[src/rtl/issue_alloc_pkg.sv]
// Package: shared unit indices, class codes and helpers for the issue allocator.
// Assumes six function units in fixed bit positions and 5-bit class codes.
package issue_alloc_pkg;

    localparam int NUM_UNITS = 6;
    localparam int CLASS_W   = 5;
    localparam int OPT_N     = 4;

    localparam int U_LS0 = 0;
    localparam int U_LS1 = 1;
    localparam int U_EX0 = 2;
    localparam int U_EX1 = 3;
    localparam int U_FP0 = 4;
    localparam int U_FP1 = 5;

    typedef logic [NUM_UNITS-1:0] umask_t;

    localparam umask_t M_LS0 = umask_t'(1) << U_LS0;
    localparam umask_t M_LS1 = umask_t'(1) << U_LS1;
    localparam umask_t M_EX0 = umask_t'(1) << U_EX0;
    localparam umask_t M_EX1 = umask_t'(1) << U_EX1;
    localparam umask_t M_FP0 = umask_t'(1) << U_FP0;
    localparam umask_t M_FP1 = umask_t'(1) << U_FP1;
    localparam umask_t M_ALL = '1;

    typedef enum logic [CLASS_W-1:0] {
        CLS_UNKNOWN  = 5'd0,
        CLS_BRANCH   = 5'd1,
        CLS_LOAD     = 5'd2,
        CLS_FPLOAD   = 5'd3,
        CLS_FPIDXLD  = 5'd4,
        CLS_PREFIDX  = 5'd5,
        CLS_STORE    = 5'd6,
        CLS_FPSTORE  = 5'd7,
        CLS_FPIDXST  = 5'd8,
        CLS_SIMPLE   = 5'd9,
        CLS_ALU      = 5'd10,
        CLS_ALU0     = 5'd11,
        CLS_HILO     = 5'd12,
        CLS_IMUL     = 5'd13,
        CLS_IDIV     = 5'd14,
        CLS_FPARITH  = 5'd15,
        CLS_FPCMP    = 5'd16,
        CLS_XFER     = 5'd17
    } iclass_e;

    // Units made unavailable by the pairwise execute/FP sharing rule.
    function automatic umask_t partner_block(input umask_t busy);
        umask_t p;
        p        = '0;
        p[U_EX0] = busy[U_FP0];
        p[U_FP0] = busy[U_EX0];
        p[U_EX1] = busy[U_FP1];
        p[U_FP1] = busy[U_EX1];
        return p;
    endfunction

endpackage

[src/rtl/issue_class_decode.sv]
// Module: turns one slot's class code into an ordered list of candidate unit
// sets. Candidate 0 is the most preferred.
// Assumes unlisted codes behave as the unknown class.
module issue_class_decode
    import issue_alloc_pkg::*;
(
    input  logic [CLASS_W-1:0]               cls,
    input  logic                             fp_dual,
    output logic [OPT_N-1:0][NUM_UNITS-1:0]  opts,
    output logic [OPT_N-1:0]                 opt_en
);

    // Candidate table lookup per class.
    always_comb begin
        opts   = '0;
        opt_en = '0;
        case (iclass_e'(cls))
            CLS_BRANCH, CLS_ALU0: begin
                opts[0] = M_EX0;         opt_en = 4'b0001;
            end
            CLS_LOAD, CLS_FPLOAD: begin
                opts[0] = M_LS0;         opts[1] = M_LS1;
                opt_en  = 4'b0011;
            end
            CLS_FPIDXLD, CLS_PREFIDX: begin
                opts[0] = M_LS1;         opt_en = 4'b0001;
            end
            CLS_STORE: begin
                opts[0] = M_LS0 | M_EX1; opts[1] = M_LS0 | M_EX0;
                opts[2] = M_LS1 | M_EX1; opts[3] = M_LS1 | M_EX0;
                opt_en  = 4'b1111;
            end
            CLS_FPSTORE: begin
                opts[0] = M_LS0 | M_FP1; opts[1] = M_LS0 | M_FP0;
                opts[2] = M_LS1 | M_FP1; opts[3] = M_LS1 | M_FP0;
                opt_en  = 4'b1111;
            end
            CLS_FPIDXST: begin
                opts[0] = M_LS1 | M_FP1; opts[1] = M_LS1 | M_FP0;
                opt_en  = 4'b0011;
            end
            CLS_SIMPLE: begin
                opts[0] = M_LS1;         opts[1] = M_EX1;
                opts[2] = M_EX0;         opt_en  = 4'b0111;
            end
            CLS_ALU: begin
                opts[0] = M_EX1;         opts[1] = M_EX0;
                opt_en  = 4'b0011;
            end
            CLS_HILO, CLS_IMUL, CLS_IDIV: begin
                opts[0] = M_EX1;         opt_en = 4'b0001;
            end
            CLS_FPARITH: begin
                opts[0] = M_FP1;         opts[1] = M_FP0;
                opt_en  = {2'b00, fp_dual, 1'b1};
            end
            CLS_FPCMP: begin
                opts[0] = M_FP1;         opt_en = 4'b0001;
            end
            CLS_XFER: begin
                opts[0] = M_FP0;         opt_en = 4'b0001;
            end
            default: begin
                opts[0] = M_ALL;         opt_en = 4'b0001;
            end
        endcase
    end

endmodule

[src/rtl/issue_slot_pick.sv]
// Module: picks the first candidate unit set that fits among the units still
// free. Accounts for units already taken and for execute/FP pair sharing.
// Assumes candidate 0 has the highest preference.
module issue_slot_pick
    import issue_alloc_pkg::*;
(
    input  logic [NUM_UNITS-1:0]             busy,
    input  logic [OPT_N-1:0][NUM_UNITS-1:0]  opts,
    input  logic [OPT_N-1:0]                 opt_en,
    output logic [NUM_UNITS-1:0]             take,
    output logic                             fit
);

    logic [NUM_UNITS-1:0] blocked;

    // Units that are taken or locked out by their sharing partner.
    always_comb blocked = busy | partner_block(busy);

    // First fitting candidate in preference order.
    always_comb begin
        take = '0;
        fit  = 1'b0;
        for (int o = 0; o < OPT_N; o++) begin
            if (!fit && opt_en[o] && ((opts[o] & blocked) == '0)) begin
                take = opts[o];
                fit  = 1'b1;
            end
        end
    end

endmodule

[src/rtl/issue_alloc.sv]
// Module: in-order issue allocator. Slot 0 is oldest. Each valid slot gets the
// first free unit set in its class order, or stalls along with all later valid
// slots. Results are registered.
// Assumes in_class and the mode inputs are stable around the clock edge.
module issue_alloc
    import issue_alloc_pkg::*;
#(
    parameter int NUM_SLOTS = 4
) (
    input  logic                           clk,
    input  logic                           rst_n,
    input  logic [NUM_SLOTS-1:0]           in_valid,
    input  logic [NUM_SLOTS*CLASS_W-1:0]   in_class,
    input  logic                           fp64_mode,
    input  logic                           fp_exc_en,
    output logic [NUM_SLOTS*NUM_UNITS-1:0] out_grant,
    output logic [NUM_SLOTS-1:0]           out_stall
);

    localparam int GRANT_W = NUM_SLOTS * NUM_UNITS;

    logic                                          fp_dual;
    logic [NUM_SLOTS-1:0][OPT_N-1:0][NUM_UNITS-1:0] opts_all;
    logic [NUM_SLOTS-1:0][OPT_N-1:0]                en_all;
    logic [NUM_SLOTS-1:0][NUM_UNITS-1:0]            take_all;
    logic [NUM_SLOTS-1:0]                           fit_all;
    logic [NUM_UNITS-1:0]                           busy_chain [NUM_SLOTS+1];
    logic                                           stop_chain [NUM_SLOTS+1];
    logic [NUM_SLOTS-1:0][NUM_UNITS-1:0]            grant_c;
    logic [NUM_SLOTS-1:0]                           stall_c;

    // Both FP pipes are usable only in 64-bit mode with exceptions off.
    always_comb fp_dual = fp64_mode & ~fp_exc_en;

    // Chain seeds: nothing taken, nothing stalled ahead of slot 0.
    always_comb begin
        busy_chain[0] = '0;
        stop_chain[0] = 1'b0;
    end

    for (genvar k = 0; k < NUM_SLOTS; k++) begin : g_slot
        issue_class_decode u_dec (
            .cls     (in_class[k*CLASS_W +: CLASS_W]),
            .fp_dual (fp_dual),
            .opts    (opts_all[k]),
            .opt_en  (en_all[k])
        );

        issue_slot_pick u_pick (
            .busy    (busy_chain[k]),
            .opts    (opts_all[k]),
            .opt_en  (en_all[k]),
            .take    (take_all[k]),
            .fit     (fit_all[k])
        );

        // Slot outcome, then pass taken units and stall state to the next slot.
        always_comb begin
            grant_c[k]        = (in_valid[k] && !stop_chain[k] && fit_all[k])
                                ? take_all[k] : '0;
            stall_c[k]        = in_valid[k] && (stop_chain[k] || !fit_all[k]);
            busy_chain[k+1]   = busy_chain[k] | grant_c[k];
            stop_chain[k+1]   = stop_chain[k] | stall_c[k];
        end
    end

    // Output register with synchronous active-low reset.
    always_ff @(posedge clk) begin
        if (!rst_n) begin
            out_grant <= '0;
            out_stall <= '0;
        end else begin
            out_grant <= GRANT_W'(grant_c);
            out_stall <= stall_c;
        end
    end

endmodule

[config.mk]
export PLATFORM = sky130hd
export DESIGN_NAME = issue_alloc
export DESIGN_NICKNAME = d
export VERILOG_FILES = /design/src/rtl/issue_alloc_pkg.sv /design/src/rtl/issue_class_decode.sv /design/src/rtl/issue_slot_pick.sv /design/src/rtl/issue_alloc.sv
export SDC_FILE = /design/constraint.sdc
export NUM_CORES = 1
export LEC_CHECK = 0
export CAP_MARGIN = 20
export CORE_MARGIN = 1
export CORE_UTILIZATION = 40
export CTS_BUF_LIST = sky130_fd_sc_hd__clkbuf_8
export DETAILED_ROUTE_END_ITERATION = 7
export GPL_TIMING_DRIVEN = 0
export HOLD_SLACK_MARGIN = 0.05
export PLACE_DENSITY = 0.7
export SYNTH_ARGS = -nofsm -noshare
export SYNTH_HDL_FRONTEND = slang
export SYNTH_HIERARCHICAL = 1
export SYNTH_SLANG_ARGS = --single-unit
[constraint.sdc]
create_clock -name clk -period 6.75 [get_ports clk]
set_clock_uncertainty 0.1 [all_clocks]
set_input_delay 2.025 -clock clk [delete_from_list [all_inputs] [get_ports clk]]
set_output_delay 2.025 -clock clk [all_outputs]
set_load 0.05 [all_outputs]
==> reports/metrics.yaml, run 1 <==
crit_path_end_kind: "flop"
firstDrtPassIters: 5
fin_ws_ps: -640
drc: 0
use_met3: 0.0257
use_met1: 0.336
ys_ff_latch: 28
path_class: "in2reg"
yosysUniqueCellTypes: 49
n_antenna_cell: 0
hold_path.startpoint: "in_valid[1]"
grt_overflow_total: 0
worstPathRequired_ps: 6820
cts_num_sinks: 28
grt_util_all_layers: 0.232
cp-start-kind: "input port"
slew_viol_final: 0
start_util: 0.419
status: "finished with violations"
first_global_vias: 4426
cts_tree: "yes"
synth_edf_count: 0
tightest_slew_ps: 1020
slowest_stage: "a2111o_4"
gp_congestion: 0.962
async_reset_ff_frac: 0
grt-busiest-layer: "met2"
io_pins: 56
worst-path-max-fanout: 8
min_period_ps: 7390
post-place-ws_ps: -1660
ctsHoldBuffers: 0
critPathTopFamily: "compound AO/OA/AOI/OAI gates"
drtIter0Drc: 334
area_delta_synth_final_pct: 40.9
netlist_area_sq_mm: 0.00417
p_per_area_mw_per_mm2: 118
grt_setup_unrepaired: "yes"
critPathBufInv: 3
rows: 36
fmax_ghz: 0.135
die_w_microns: 104
viasPerCell: 5.69
synth.avg_cell_area_sq_um: 6.67
grt_pass1_wl_microns: 21400
layout-drive-gt1-share: 0.273
total_power_uw: 692
crit_start: "in_class[3]"
cts_buffers: 3
port-buffer-count: 46
nNetsFinal: 790
violations: "negative setup slack"
vdd_drop_max_v: 0.0000927
num_vias: 5087
hold_violations: 0
dp_hpwl_microns: 10300
cap_violations: 0
finalSetupViolCount: 7
htreeDepth: 1
synthFlopType: "dfxtp_1"
wl_per_cell_microns: 15.3
whs_path_depth: 3
antenna_found_initial: 0
core_sq_mm: 0.00995
cts_root_buf: "clkbuf_8"
cpPeakStageDelay_ps: 520
yosys_warnings: 6
post-route-period-util: 1.09
p_leak_nw: 2.33
die_area_sq_mm: 0.0108
use_met2: 0.370
clk_pin_slew_ps: 100
maxSlewHeadroom: 0.312
min_to: "out_stall[1]"
hp-class: "in2reg"
yosysSeqAreaShare: 0.134
routed_wl_microns: 13700
die_y_microns: 104
ant_nets: 0
arrival_ps: 7460
syn_inst: 626
cts.path.max_buffers: 2
grt_start_max_net_pins: 17
==> per-stage QoR <==
step | cells | hold slack, ps | utilization | instance area, sq um | TNS, ps
after floorplan | 673 | 2060 | - | 4510 | -415
after global placement | 852 | 2280 | 0.516 | 5140 | -11450
after detailed placement | 852 | 2300 | 0.516 | 5140 | -11930
after CTS | 865 | 2010 | 0.535 | 5330 | -6550
after global routing | 894 | 2060 | 0.591 | 5880 | -5400
final | 894 | 2030 | 0.591 | 5880 | -4040
==> sequential cells by signal (all words and copies together), names as in the netlist <==
register / cells
out_grant: 24
out_stall: 4
==> where the power goes <==
part,leakage [nW],internal [mW],total (mW),switching [mW]
logic,2.07,0.161,0.386,0.225
registers,0.227,0.170,0.172,0.00152
clock network,0.0357,0.0794,0.134,0.0544
==> how the worst max path moves through the flow <==
stage / end / slack, ps / cells after the start
6_report: out_stall[3] / -640 / 28
4_1_cts: out_stall[3] / -990 / 30
5_1_grt: out_stall[3] / -820 / 28
3_5_place_dp: out_stall[3] / -1660 / 32
3_3_place_gp: out_stall[3] / -1630 / 32
2_1_floorplan: out_stall[3] / -140 / 30
==> repair_timing <==
| action | 4_1_cts | 5_1_grt |
|---|---|---|
| buffers inserted | 9 | 30 |
| endpoints found under the hold margin | 0 | 0 |
| resized for setup | 18 | 81 |
| endpoints found under the setup margin | 7 | 7 |
| cloned | 0 | 2 |
| pin swaps | 13 | 44 |
==> cells in the final DEF, fill, tap and decap left out, types with 7 or more instances in the layout <==
cell type        netlist  routed
and3_1                18      12
nand3_1               28      27
clkdlybuf4s50_1        0      43
o22ai_1               32      20
nor3_2                11      13
inv_1                 12      12
nor2b_1               14      13
nor3_1                36      30
a21oi_1               21      20
o22ai_2                4       7
a21o_1                14       8
nor2_1                74      65
conb_1                 9      56
nand2_1               75      71
nor3b_1                8       7
nand4_1                8       9
nand2b_1              21      21
and2_1                12      11
o22ai_4                0       9
dfxtp_1               28      28
buf_4                 40      76
o21ai_0               24      21
buf_2                 14      11
and4_4                 4      10
==> kinds of logic after synthesis <==
| family | after synthesis | share of synthesized area |
|---|---|---|
| AND/OR/NAND/NOR | 344 | 0.450 |
| AO/OA/AOI/OAI | 163 | 0.275 |
| buffers and inverters | 74 | 0.116 |
| flip-flops | 28 | 0.134 |
| other | 9 | 0.00809 |
| XOR/XNOR | 8 | 0.0168 |
==> routing by layer <==
metal	wire length, microns	part of all wire
met5	0	0
met1	6290	0.46
met3	913	0.067
met4	319	0.023
met2	6190	0.45
==> cell usage after synthesis (12+ instances only) <==
cell      instances  share of area
o21ai_0          24          0.029
nor2_1           74          0.067
inv_1            12          0.011
buf_2            14          0.017
buf_4            40          0.072
nand2b_1         21          0.031
nor3_1           36          0.043
a21o_1           14          0.025
dfxtp_1          28           0.13
a21oi_1          21          0.025
nor2b_1          14          0.021
nand3_1          28          0.034
nand2_1          75          0.067
and3_1           18          0.027
and2_1           12          0.018
o22ai_1          32          0.048
==> area by class of cell <==
class,instances,area [sq um]
fill,966,4080
clock inverter,1,30.0
multi-input combinational,572,3820
timing repair buffer,86,759
buffer,59,457
tap,133,166
sequential,28,561
clock buffer,3,41.3
inverter,12,45.0
Note: power is estimated with default switching activity, not from simulation.
==> run 2: changes to the inputs <==
--- a/config.mk
+++ b/config.mk
@@ -8,7 +8,7 @@
 export CAP_MARGIN = 20
 export CORE_MARGIN = 1
 export CORE_UTILIZATION = 40
-export CTS_BUF_LIST = sky130_fd_sc_hd__clkbuf_8
+export CTS_BUF_LIST = sky130_fd_sc_hd__clkbuf_16
 export DETAILED_ROUTE_END_ITERATION = 7
 export GPL_TIMING_DRIVEN = 0
 export HOLD_SLACK_MARGIN = 0.05
==> run 2 against run 1 <==
  * The flow still finishes with violations (negative setup slack)
  * Via count down 0.29%
  * Count of clock-buffer cells in the layout is the same
  * Worst hold slack improved by 14 ps
  * Final cell count up 0.34%
  * Critical path depth increased by 1
  * Fmax shrank 0.45%
  * Sequential share of layout area is 0.090 points lower
  * Global-route usage up 0.13 points
  * Sequential cell count stayed put
  * Combinational power is 1% higher
  * Critical endpoint unchanged
==> reports/metrics.yaml, run 2 (synthesized netlist as in run 1, its figures left out) <==
cp-start-kind: "input port"
htreeDepth: 1  # unchanged
hold_violations: 0  # unchanged
maxSlewHeadroom: 0.357  # +0.0451
die_y_microns: 104  # unchanged
grt_overflow_total: 0  # unchanged
routed_wl_microns: 14000  # +2.0%
drc: 0  # unchanged
cts.path.max_buffers: 2  # unchanged
area_delta_synth_final_pct: 42.2
largest_reg_flops: 24  # unchanged
violations: "negative setup slack"
start_util: 0.419  # unchanged
gp_congestion: 0.962  # unchanged
cap_violations: 0  # unchanged
first_global_vias: 4408  # -0.41%
utilization: 0.596  # +0.00566
post-place-ws_ps: -1660  # unchanged
cts_num_sinks: 28  # unchanged
clk_pin_slew_ps: 70  # -30 ps
grt_pass1_wl_microns: 21300  # -0.13%
core_sq_mm: 0.00995  # unchanged
fin_setup_tns_ps: -4380  # -337 ps
num_vias: 5072  # -0.29%
worstPathRequired_ps: 6800  # -20 ps
die_area_sq_mm: 0.0108  # unchanged
p_per_area_mw_per_mm2: 125  # +6.0%
path_class: "in2reg"
die_w_microns: 104  # unchanged
final_cell_mix: "77 x buf_4, 70 x nand2_1, 66 x nor2_1, 56 x conb_1, 43 x clkdlybuf4s50_1"
tightest_slew_ps: 952  # -66.8 ps
n_antenna_cell: 0  # unchanged
top_regs: "out_grant: 24 flops, out_stall: 4 flops"
viasPerCell: 5.65  # -0.63%
layout_commonest_cell: "buf_4"
hp-class: "in2reg"
antenna_found_initial: 0  # unchanged
grt_setup_unrepaired: "yes"
vdd_drop_max_v: 0.0000868  # -6.3%
min_period_ps: 7420  # +33.2 ps
regMostFlops: "out_grant"
fillCellCount: 958  # -0.83%
layout-drive-gt1-share: 0.279  # +0.00547
fmax_ghz: 0.135  # -0.45%
status: "finished with violations"
worst-path-max-fanout: 10  # +2
io_pins: 56  # unchanged
post-route-period-util: 1.10  # +0.00491
cts_tree: "yes"
p_leak_nw: 2.39  # +2.5%
rows: 36  # unchanged
port-buffer-count: 46  # unchanged
multi_input_area_sq_mm: 0.00382  # about the same
seq_area_sq_um: 561  # unchanged
ctsHoldBuffers: 0  # unchanged
drtIter0Drc: 316  # -5.4%
ant_nets: 0  # unchanged
finalSetupViolCount: 7  # unchanged
firstDrtPassIters: 6  # +1
arrival_ps: 7470  # about the same
nNetsFinal: 793  # +0.38%
cts_buffers: 3  # unchanged
dp_hpwl_microns: 10300  # unchanged
slew_viol_final: 0  # unchanged
cts_root_buf: "clkbuf_16"
slowest_stage: "or4_1"
whs_path_depth: 3  # unchanged
cpPeakStageDelay_ps: 530  # about the same
crit_path_end_kind: "flop"
fin_ws_ps: -673  # -33.2 ps
grt_util_all_layers: 0.234  # +0.00133
stdcell_count: 897  # +0.34%
dpl.cell_count: 852  # unchanged
wl_per_cell_microns: 15.6  # +1.7%
grt_start_max_net_pins: 17  # unchanged
run 2: timing repair:
item	4_1_cts	5_1_grt
setup endpoints to repair	7	7
endpoints found under the hold margin	0	0
pin swaps	13	59
setup buffers	8	34
resized for setup	18	79
cloned	0	2
run 2: layout make-up:
class | count | share of cell area
Clock buffer | 3 | 0.0126
Timing Repair Buffer | 89 | 0.133
Sequential cell | 28 | 0.0944
Clock inverter | 1 | 0.00506
Inverter | 12 | 0.00759
Multi-Input combinational cell | 572 | 0.644
Tap cell | 133 | 0.0280
Buffer | 59 | 0.0750
run 2: through the flow:
| step | total power, mW | cell area [sq um] | hold WS [ps] |
|---|---|---|---|
| global route | 0.779 | 5940 | 2080 |
| detailed placement | 0.485 | 5140 | 2300 |
| CTS | 0.671 | 5350 | 2020 |
| floorplan | 0.413 | 4510 | 2060 |
| global placement | 0.483 | 5140 | 2280 |
| finish | 0.740 | 5940 | 2040 |
run 2: metal layers:
metal / vias up / global-route usage / wire (microns)
li1: 2502 / - / -
met2: 199 / 0.370 / 6360
met5: - / 0 / 0
met4: 0 / 0.0571 / 324
met3: 39 / 0.0251 / 790
met1: 2332 / 0.337 / 6510
run 2: worst paths after layout:
check	slack (ps)	to	from
setup / recovery	-670	out_stall[3]	in_class[1]
hold / removal	2040	out_stall[1]	in_valid[1]
run 2: where the power goes:
| part | internal, mW | total (mW) | switching (mW) |
|---|---|---|---|
| registers | 0.170 | 0.172 | 0.00151 |
| clock network | 0.118 | 0.179 | 0.0605 |
| logic | 0.162 | 0.390 | 0.227 |
| total | 0.451 | 0.740 | 0.290 |
run 2: worst max-delay path: cells and delay by family:
kind	cells	cell delay, ps
compound gates	9	1790
buf+inv	4	430
simple gates	16	3200
==> run 3: changes to the inputs <==
--- a/config.mk
+++ b/config.mk
@@ -6,13 +6,14 @@
 export NUM_CORES = 1
 export LEC_CHECK = 0
 export CAP_MARGIN = 20
+export CORE_ASPECT_RATIO = 0.5
 export CORE_MARGIN = 1
-export CORE_UTILIZATION = 40
+export CORE_UTILIZATION = 50
 export CTS_BUF_LIST = sky130_fd_sc_hd__clkbuf_16
 export DETAILED_ROUTE_END_ITERATION = 7
 export GPL_TIMING_DRIVEN = 0
 export HOLD_SLACK_MARGIN = 0.05
-export PLACE_DENSITY = 0.7
+export PLACE_DENSITY = 0.83
 export SYNTH_ARGS = -nofsm -noshare
 export SYNTH_HDL_FRONTEND = slang
 export SYNTH_HIERARCHICAL = 1
==> run 3 against run 2 <==
  * The run still ends with negative setup slack left
  * Final cell count is 2.8% lower
  * Utilization increased by 13 points
  * Critical path depth shrank 4
  * Global-route usage rose by 4.6 points
  * Die area is 19% lower
  * First-iteration DRC count increased by 66%
==> reports/metrics.yaml, run 3 (synthesized netlist as in run 1, its figures left out) <==
routed_wl_microns: 14200  # +1.8%
status: "finished with violations"
die_area_sq_mm: 0.00874  # -19%
htreeDepth: 1  # unchanged
regMostFlops: "out_grant"
port-buffer-count: 46  # unchanged
crit_path_end_kind: "flop"
cts.path.max_buffers: 2  # unchanged
antenna_found_initial: 0  # unchanged
finalSetupViolCount: 7  # unchanged
io_pins: 56  # unchanged
seq_area_sq_um: 561  # unchanged
drc: 0  # unchanged
layout_commonest_cell: "nand2_1"
grt_start_max_net_pins: 16  # -1
post-route-period-util: 1.11  # +0.00882
slew_viol_final: 0  # unchanged
fin_ws_ps: -733  # -59.5 ps
cts_root_buf: "clkbuf_16"
fmax_ghz: 0.134  # -0.80%
core_sq_mm: 0.00806  # -19%
hp-class: "in2reg"
largest_reg_flops: 24  # unchanged
fillCellCount: 607  # -37%
hold_violations: 0  # unchanged
top_regs: "out_grant: 24 flops, out_stall: 4 flops"
cts_tree: "yes"
firstDrtPassIters: 6  # unchanged
wl_per_cell_microns: 16.3  # +4.8%
gp_congestion: 0.951  # -1.1%
cts_num_sinks: 28  # unchanged
slowest_stage: "o311ai_0"
die_y_microns: 66.6  # -36%
cap_violations: 0  # unchanged
fin_area_sq_mm: 0.00589  # -0.84%
path_class: "in2reg"
post-place-ws_ps: -1600  # +62.2 ps
die_w_microns: 131  # +26%
viasPerCell: 6.06  # +7.2%
violations: "negative setup slack"
whs_ps: 2180  # +140 ps
maxSlewHeadroom: 0.514  # +0.157
first_global_vias: 4335  # -1.7%
worst-path-max-fanout: 10  # unchanged
start_util: 0.518  # +0.0987
grt_setup_unrepaired: "yes"
p_per_area_mw_per_mm2: 118  # -5.1%
layout-drive-gt1-share: 0.278  # -0.00116
cp-start-kind: "input port"
dpl_cell_area_sq_mm: 0.00511  # -0.51%
ant_nets: 0  # unchanged
area_delta_synth_final_pct: 41.0
grt_overflow_total: 0  # unchanged
final_cell_mix: "71 x nand2_1, 70 x buf_4, 65 x nor2_1, 56 x conb_1, 43 x clkdlybuf4s50_1"
cpPeakStageDelay_ps: 590  # +60 ps
n_antenna_cell: 0  # unchanged
worstPathRequired_ps: 6790  # about the same
multi_input_area_sq_mm: 0.00384  # +0.49%
nNetsFinal: 789  # -0.50%
grt_util_all_layers: 0.280  # +0.0460
grt_pass1_wl_microns: 20500  # -4.0%
cts_buffers: 3  # unchanged
rows: 23  # -36%
min_period_ps: 7480  # +59.5 ps
num_vias: 5287  # +4.2%
vdd_drop_max_v: 0.000116  # +33%
clk_pin_slew_ps: 60  # about the same
arrival_ps: 7530  # +60 ps
dp_hpwl_microns: 9460  # -8.4%
drtIter0Drc: 526  # +66%
tightest_slew_ps: 719  # -233 ps
p_leak_nw: 2.35  # -1.8%
==> run 3: metal layers <==
metal | GRT usage | share of wire | routed length [microns] | vias up
met5 | 0 | 0 | 0 | -
met4 | 0.0368 | 0.025 | 357 | 0
met3 | 0.0198 | 0.078 | 1120 | 51
met2 | 0.515 | 0.48 | 6830 | 314
met1 | 0.370 | 0.42 | 5940 | 2422
li1 | - | - | - | 2500
==> run 3: through the flow <==
step	std cells	total power, mW	util	setup TNS (ps)
after global placement	831	0.478	0.634	-9750
after detailed placement	831	0.482	0.634	-10920
after floorplan	673	0.413	-	-415
after global routing	872	0.732	0.730	-6110
after CTS	843	0.621	0.659	-5240
final	872	0.697	0.730	-4700
==> run 3: what timing repair did <==
| item | in CTS | in global routing |
|---|---|---|
| cloned | 0 | 3 |
| pin swaps | 14 | 49 |
| gates resized for setup | 23 | 83 |
| buffers inserted | 8 | 29 |
| setup endpoints to repair | 7 | 7 |
| hold buffers | 0 | 0 |
==> run 3: path summary, 6_finish.rpt <==
| kind | start | end | cells past startpoint |
|---|---|---|---|
| worst min-delay path | in_valid[1] | out_stall[1] | 3 |
| worst max-delay path | in_class[6] | out_stall[3] | 25 |
==> run 3: final cells by class <==
type	count	share of cell area
repair buffers	85	0.130
plain buffers	59	0.0778
clock buffers	3	0.0128
flip-flops and latches	28	0.0952
clock inverters	1	0.000638
well taps	112	0.0238
multi-input cells	572	0.652
inverters	12	0.00765
==> run 3: critical path, delay by kind of cell <==
kind,cells,cell delay [ps]
AND/OR/NAND/NOR,14,2460
AO/OA/AOI/OAI,7,2090
buffers and inverters,4,940
==> run 3: where the power goes <==
group          internal, mW  switching (mW)  leakage (nW)  total, mW
clock network        0.0792          0.0519        0.0385      0.131
logic                 0.161           0.233          2.08      0.394
registers             0.170         0.00152         0.227      0.172
total                 0.410           0.286          2.35      0.697
